File: config.mk
export PLATFORM = sky130hd
export DESIGN_NAME = regext_prefix_unit
export DESIGN_NICKNAME = d
export VERILOG_FILES = /design/src/rtl/regext_pkg.sv /design/src/rtl/regext_slot_unpack.sv /design/src/rtl/regext_widen.sv /design/src/rtl/regext_seq_fsm.sv /design/src/rtl/regext_prefix_unit.sv
export SDC_FILE = /design/constraint.sdc
export NUM_CORES = 1
export LEC_CHECK = 0
export BUFFER_PORTS_ARGS = -buffer_cell sky130_fd_sc_hd__buf_2
export CAP_MARGIN = 20
export CORE_AREA = 2 2 62 64
export CTS_CLUSTER_DIAMETER = 150
export DETAILED_ROUTE_END_ITERATION = 16
export DIE_AREA = 0 0 64 66
export PLACE_DENSITY = 0.77
export SLEW_MARGIN = 20
export SYNTH_ARGS = -nofsm -noshare
export SYNTH_HDL_FRONTEND = slang
export SYNTH_SLANG_ARGS = --single-unit
File: constraint.sdc
create_clock -name clk -period 3.4 [get_ports clk]
set_clock_uncertainty 0.1 [all_clocks]
set_input_delay 0.51 -clock clk [delete_from_list [all_inputs] [get_ports clk]]
set_output_delay 0.51 -clock clk [all_outputs]
set_load 0.01 [all_outputs]
File: src/rtl/regext_pkg.sv
package regext_pkg;
    parameter int LO_W   = 5;
    parameter int HI_W   = 3;
    parameter int REG_W  = LO_W + HI_W;
    parameter int NFIELD = 4;
    parameter int WORD_W = 32;
    parameter int HALF_W = WORD_W / 2;

    typedef struct packed {
        logic            valid;
        logic [HI_W-1:0] rd;
        logic [HI_W-1:0] rs1;
        logic [HI_W-1:0] rs2;
        logic [HI_W-1:0] rs3;
        logic            simd;
    } slot_t;

    parameter int SLOT_W = $bits(slot_t);
    parameter int RSV_W  = HALF_W - SLOT_W;

    typedef enum logic [1:0] {
        S_EMPTY  = 2'd0,
        S_FIRST  = 2'd1,
        S_SECOND = 2'd2,
        S_BOTH   = 2'd3
    } slot_state_t;
endpackage

File: src/rtl/regext_slot_unpack.sv
module regext_slot_unpack
    import regext_pkg::*;
(
    input  logic [HALF_W-1:0] half_word,
    output slot_t             slot
);
    logic [RSV_W-1:0] rsv_unused;

    assign slot       = half_word[HALF_W-1 -: SLOT_W];
    assign rsv_unused = half_word[RSV_W-1:0];
endmodule

File: src/rtl/regext_widen.sv
module regext_widen
    import regext_pkg::*;
(
    input  logic                         en,
    input  logic [NFIELD-1:0][LO_W-1:0]  lo_fields,
    input  logic [NFIELD-1:0][HI_W-1:0]  hi_fields,
    output logic [NFIELD-1:0][REG_W-1:0] reg_nums
);
    for (genvar g = 0; g < NFIELD; g++) begin : g_field
        assign reg_nums[g] = en ? {hi_fields[g], lo_fields[g]} : '0;
    end
endmodule

File: src/rtl/regext_seq_fsm.sv
module regext_seq_fsm
    import regext_pkg::*;
(
    input  logic clk,
    input  logic rst_n,
    input  logic flush,
    input  logic pfx_fire,
    input  logic use_fire,
    input  logic new_first,
    input  logic new_second,
    output logic sel_first,
    output logic sel_second
);
    slot_state_t state_q, state_d;

    always_ff @(posedge clk) begin
        if (!rst_n) state_q <= S_EMPTY;
        else        state_q <= state_d;
    end

    always_comb begin
        state_d = state_q;
        if (flush) begin
            state_d = S_EMPTY;                       // FLUSH
        end else if (pfx_fire) begin                 // LOAD
            unique case ({new_first, new_second})
                2'b11:   state_d = S_BOTH;
                2'b10:   state_d = S_FIRST;
                2'b01:   state_d = S_SECOND;
                default: state_d = S_EMPTY;
            endcase
        end else if (use_fire) begin
            unique case (state_q)
                S_BOTH:   state_d = S_SECOND;        // TAKE_FIRST
                S_FIRST:  state_d = S_EMPTY;         // TAKE_FIRST
                S_SECOND: state_d = S_EMPTY;         // TAKE_SECOND
                default:  state_d = S_EMPTY;
            endcase
        end
    end

    always_comb begin
        sel_first  = 1'b0;
        sel_second = 1'b0;
        unique case (state_q)
            S_BOTH,
            S_FIRST:  sel_first  = 1'b1;
            S_SECOND: sel_second = 1'b1;
            default:  ;
        endcase
    end
endmodule

File: src/rtl/regext_prefix_unit.sv
module regext_prefix_unit
    import regext_pkg::*;
(
    input  logic              clk,
    input  logic              rst_n,
    input  logic              flush,
    input  logic              instr_valid,
    input  logic              instr_issue,
    input  logic              is_prefix,
    input  logic              prefix_two,
    input  logic [WORD_W-1:0] prefix_word,
    input  logic [LO_W-1:0]   rd_lo,
    input  logic [LO_W-1:0]   rs1_lo,
    input  logic [LO_W-1:0]   rs2_lo,
    input  logic [LO_W-1:0]   rs3_lo,
    output logic [REG_W-1:0]  rd_num,
    output logic [REG_W-1:0]  rs1_num,
    output logic [REG_W-1:0]  rs2_num,
    output logic [REG_W-1:0]  rs3_num,
    output logic              simd_out,
    output logic              ext_applied
);
    logic  fire, pfx_fire, use_fire, active;
    logic  sel_first, sel_second;
    slot_t new_slot [2];
    slot_t slot_q   [2];
    slot_t cur_slot;
    logic [NFIELD-1:0][LO_W-1:0]  lo_vec;
    logic [NFIELD-1:0][HI_W-1:0]  hi_vec;
    logic [NFIELD-1:0][REG_W-1:0] num_vec;

    assign fire     = instr_valid && instr_issue;
    assign pfx_fire = fire && is_prefix;
    assign use_fire = fire && !is_prefix;
    assign active   = instr_valid && !is_prefix;

    for (genvar s = 0; s < 2; s++) begin : g_slot
        regext_slot_unpack u_unpack (
            .half_word (prefix_word[WORD_W-1-s*HALF_W -: HALF_W]),
            .slot      (new_slot[s])
        );

        always_ff @(posedge clk) begin
            if (!rst_n)                 slot_q[s] <= '0;
            else if (pfx_fire && !flush) slot_q[s] <= new_slot[s];
        end
    end

    regext_seq_fsm u_fsm (
        .clk        (clk),
        .rst_n      (rst_n),
        .flush      (flush),
        .pfx_fire   (pfx_fire),
        .use_fire   (use_fire),
        .new_first  (new_slot[0].valid),
        .new_second (prefix_two && new_slot[1].valid),
        .sel_first  (sel_first),
        .sel_second (sel_second)
    );

    always_comb begin
        if (sel_first)       cur_slot = slot_q[0];
        else if (sel_second) cur_slot = slot_q[1];
        else                 cur_slot = '0;
    end

    assign lo_vec = {rs3_lo, rs2_lo, rs1_lo, rd_lo};
    assign hi_vec = {cur_slot.rs3, cur_slot.rs2, cur_slot.rs1, cur_slot.rd};

    regext_widen u_widen (
        .en        (active),
        .lo_fields (lo_vec),
        .hi_fields (hi_vec),
        .reg_nums  (num_vec)
    );

    assign rd_num      = num_vec[0];
    assign rs1_num     = num_vec[1];
    assign rs2_num     = num_vec[2];
    assign rs3_num     = num_vec[3];
    assign simd_out    = active && cur_slot.simd;
    assign ext_applied = active && (sel_first || sel_second);
endmodule

==> results.md <==
- Status: finished, final reports clean
- Top-count cell post-synth: and2_1
- Ys async rst share: 0%
- CTS tree: yes
- Critical path depth in cells: 4
- DR WL/cell: 11.7 um
- Share of cells above drive strength 1: ~46%
- Placed insts: roughly 250
- Worst-Margin Slew: 815 ps
- Area after DPL: ~1900 um^2
- R2r setup slk: 1940 ps
- Min-Delay Path Class: in2reg
- R2R depth: 3
- Clock transition at path regs: around 130 ps
- Worst Setup SP: u_fsm.state_q[0]$_SDFFE_PP0P_
- GPL Wtd Cong: 0.702
- Int Pwr: 481 uW
- Worst setup path endpoint: rd_num[6]
- Sum of negative setup slack: 0 ps
- Leak: 0.000865 uW
- # nets final: 270
- Cell Rows: 22
- Power Dens Cells: 325 nW/um^2
- Biggest cell delay along the critical path: 550 ps
- Violation count after the first detailed-routing iteration: 27
- Io pins: 93
- Diode count: 0
- Post-layout instance area: 1900 um^2
- Num CTS Buffers: 3
- Ys flop type: edfxtp_1
- Clk pwr share: between 20 and 25%
- Seq/Total Area, Yosys: between 50% and 60%
- #FFs+latches synth: 28
- Final period utilization: 72.2%
- Routed Antenna Nets: 0
- Worst Setup Start Kind: register
- Comb pwr share: 11.9%
- Worst-Skew Late Latency: about 320 ps
- Syn Nets: 184
- Worst hold slack: 308 ps
- CTS Buffer Depth: 2
- Slowest cell on crit path: nor2b_2
- Root buffer cell: clkbuf_4
- Syn Inst Count: 125
- Net Sw Power: 136 uW
- Netlist Area Pre-Place: 1420 um^2
- Critical path cell sequence: nor2b_2 > a22oi_1 > nor2_1 > buf_2
- Largest net degree at the start of global routing: 28
- Initial antenna violation count: 0
- Vias in the first global route: approximately 1,200
- Post-synth top cells: and2_1, edfxtp_1, nor2_1, a22oi_1
- RSZ-0062 raised after global routing: false
- Final WL: ~3000 um
- Global-route wire length before repair: 4800 um
- Fmax: 0.408 GHz
- Fill cell count: ~320
- Max-Cap Viols: 0
- Kind of cell adding the most delay to the critical path: simple AND/OR/NAND/NOR gates
- Final Max Tran Viols: 0
- CP Class: reg2out
- Area Growth Syn to Fin: 34.3%
- Fin cells: 258
- FF-to-FF Start: u_fsm.state_q[0]$_SDFFE_PP0P_
- Tot GR Track Use: 14.9%
- VDD IR max: 0.253 mV
- Vias: 1,221
- Mean post-synth cell area: 11.3 um^2
- Post-synth top area share: 55.2%
- Slew HR: 45.6%
- Syn. warnings: 0
- Power after layout: between 600 and 700 uW
- Initial Util: 39.9%
- CTS Sinks: 28
- Critical path peak fanout: 17
- IO Port Bufs: 88
- Die width: 64 um
- Tmin final: approximately 2500 ps
- Die area: between 4000 and 5000 um^2
- # hold bufs at CTS: 0
- EDFF count, synth: 26
- Chip Height: 66 um
- Yosys top cell by area: edfxtp_1
- GR Overflow Total: 0
- H-tree Lvls: 1
- Worst Path Buf+Inv: 1
- Kind of end point of the critical path: output port
- CP arrival: 1840 ps
- Avg Vias per Cell: approximately 4.7
- Yosys cell types: 21
- CP required: between 2000 and 3000 ps
- Hold Fails Final Rpt: 0
- Placed wire-length estimate: 2280 um
- Post-CTS setup buffers: 0
- Core area: 3550 um^2
- DRC Markers: 0
- Switch share: 22.0%
- Post-CTS sizing: 0
- RR Endpoint: u_fsm.state_q[1]$_SDFFE_PP0P_
- Final setup vio count: 0
- First-pass detailed-route iteration total: 4
- Area contributors post-synth: edfxtp_1, and2_1, a22oi_1
- Power share of the sequential group: 65.3%
## area by class of cell
class / count / area, um^2 / area share [%]
Tap cell: 48 / 60.1 / 3.16
Sequential cell: 28 / 821 / 43.2
Timing Repair Buffer: 89 / 448 / 23.6
Multi-Input combinational cell: 88 / 542 / 28.5
Inverter: 1 / 3.75 / 0.197
Clock buffer: 4 / 26.3 / 1.38
## how the worst min path moves through the flow
stage | from | end | cells past startpoint
after floorplan | u_fsm.state_q[1]$_SDFFE_PP0P_ | u_fsm.state_q[1]$_SDFFE_PP0P_ | 3
after global placement | u_fsm.state_q[1]$_SDFFE_PP0P_ | u_fsm.state_q[1]$_SDFFE_PP0P_ | 3
after detailed placement | u_fsm.state_q[1]$_SDFFE_PP0P_ | u_fsm.state_q[1]$_SDFFE_PP0P_ | 3
after CTS | prefix_word[15] | u_fsm.state_q[1]$_SDFFE_PP0P_ | 2
after global routing | prefix_word[15] | u_fsm.state_q[1]$_SDFFE_PP0P_ | 2
final | prefix_word[15] | u_fsm.state_q[1]$_SDFFE_PP0P_ | 2
## sequential cells by signal, indices dropped and copies added, names as in the netlist
register	cells
slot_q	26
u_fsm.state_q	2
## metal layers
layer	share of wire, %	vias to the layer above	track usage [%]
met2	50	74	31.3
met5	0	-	0
met4	0.99	0	4.89
met1	38	543	13.4
li1	-	601	-
met3	11	3	3.92
## logic make-up after synthesis
kind of cell	Yosys count	synth area share (%)
DFF	28	58.0
AOI/OAI and AO/OA	17	8.84
and+or+nand+nor	71	29.2
buffers and inverters	9	3.98
## stage by stage
step	util (%)	setup WS, ps
detailed placement	52.8	1090
global placement	52.8	1120
finish	53.5	946
CTS	53.5	905
global route	53.5	775
floorplan	-	362
## worst register-to-register path: cells and delay by family (launching register included)
kind	cells	cell delay, ps
AO/OA/AOI/OAI	2	440
flip-flops	1	750
AND/OR/NAND/NOR	1	130
## power groups by stage
stage | Sequential [uW] | Clock, uW | Combinational [uW]
after floorplan | 410 | 0 | 31.3
after global placement | 410 | 0 | 73.6
after detailed placement | 411 | 0 | 74.6
after CTS | 403 | 141 | 74.8
after global routing | 405 | 161 | 81.8
final | 403 | 141 | 73.2
## placed cells by master (no fill, tap or decap), drive strengths merged
cell type,count
a311oi,1
clkbuf,4
buf,89
nand3,1
a22oi,13
a21oi,1
inv,1
edfxtp,26
nand2b,3
dfxtp,2
nand2,2
nor2,16
o21ai,1
and2,46
nand4,1
a31o,1
nor2b,2
(Power assumes the default switching activity.)
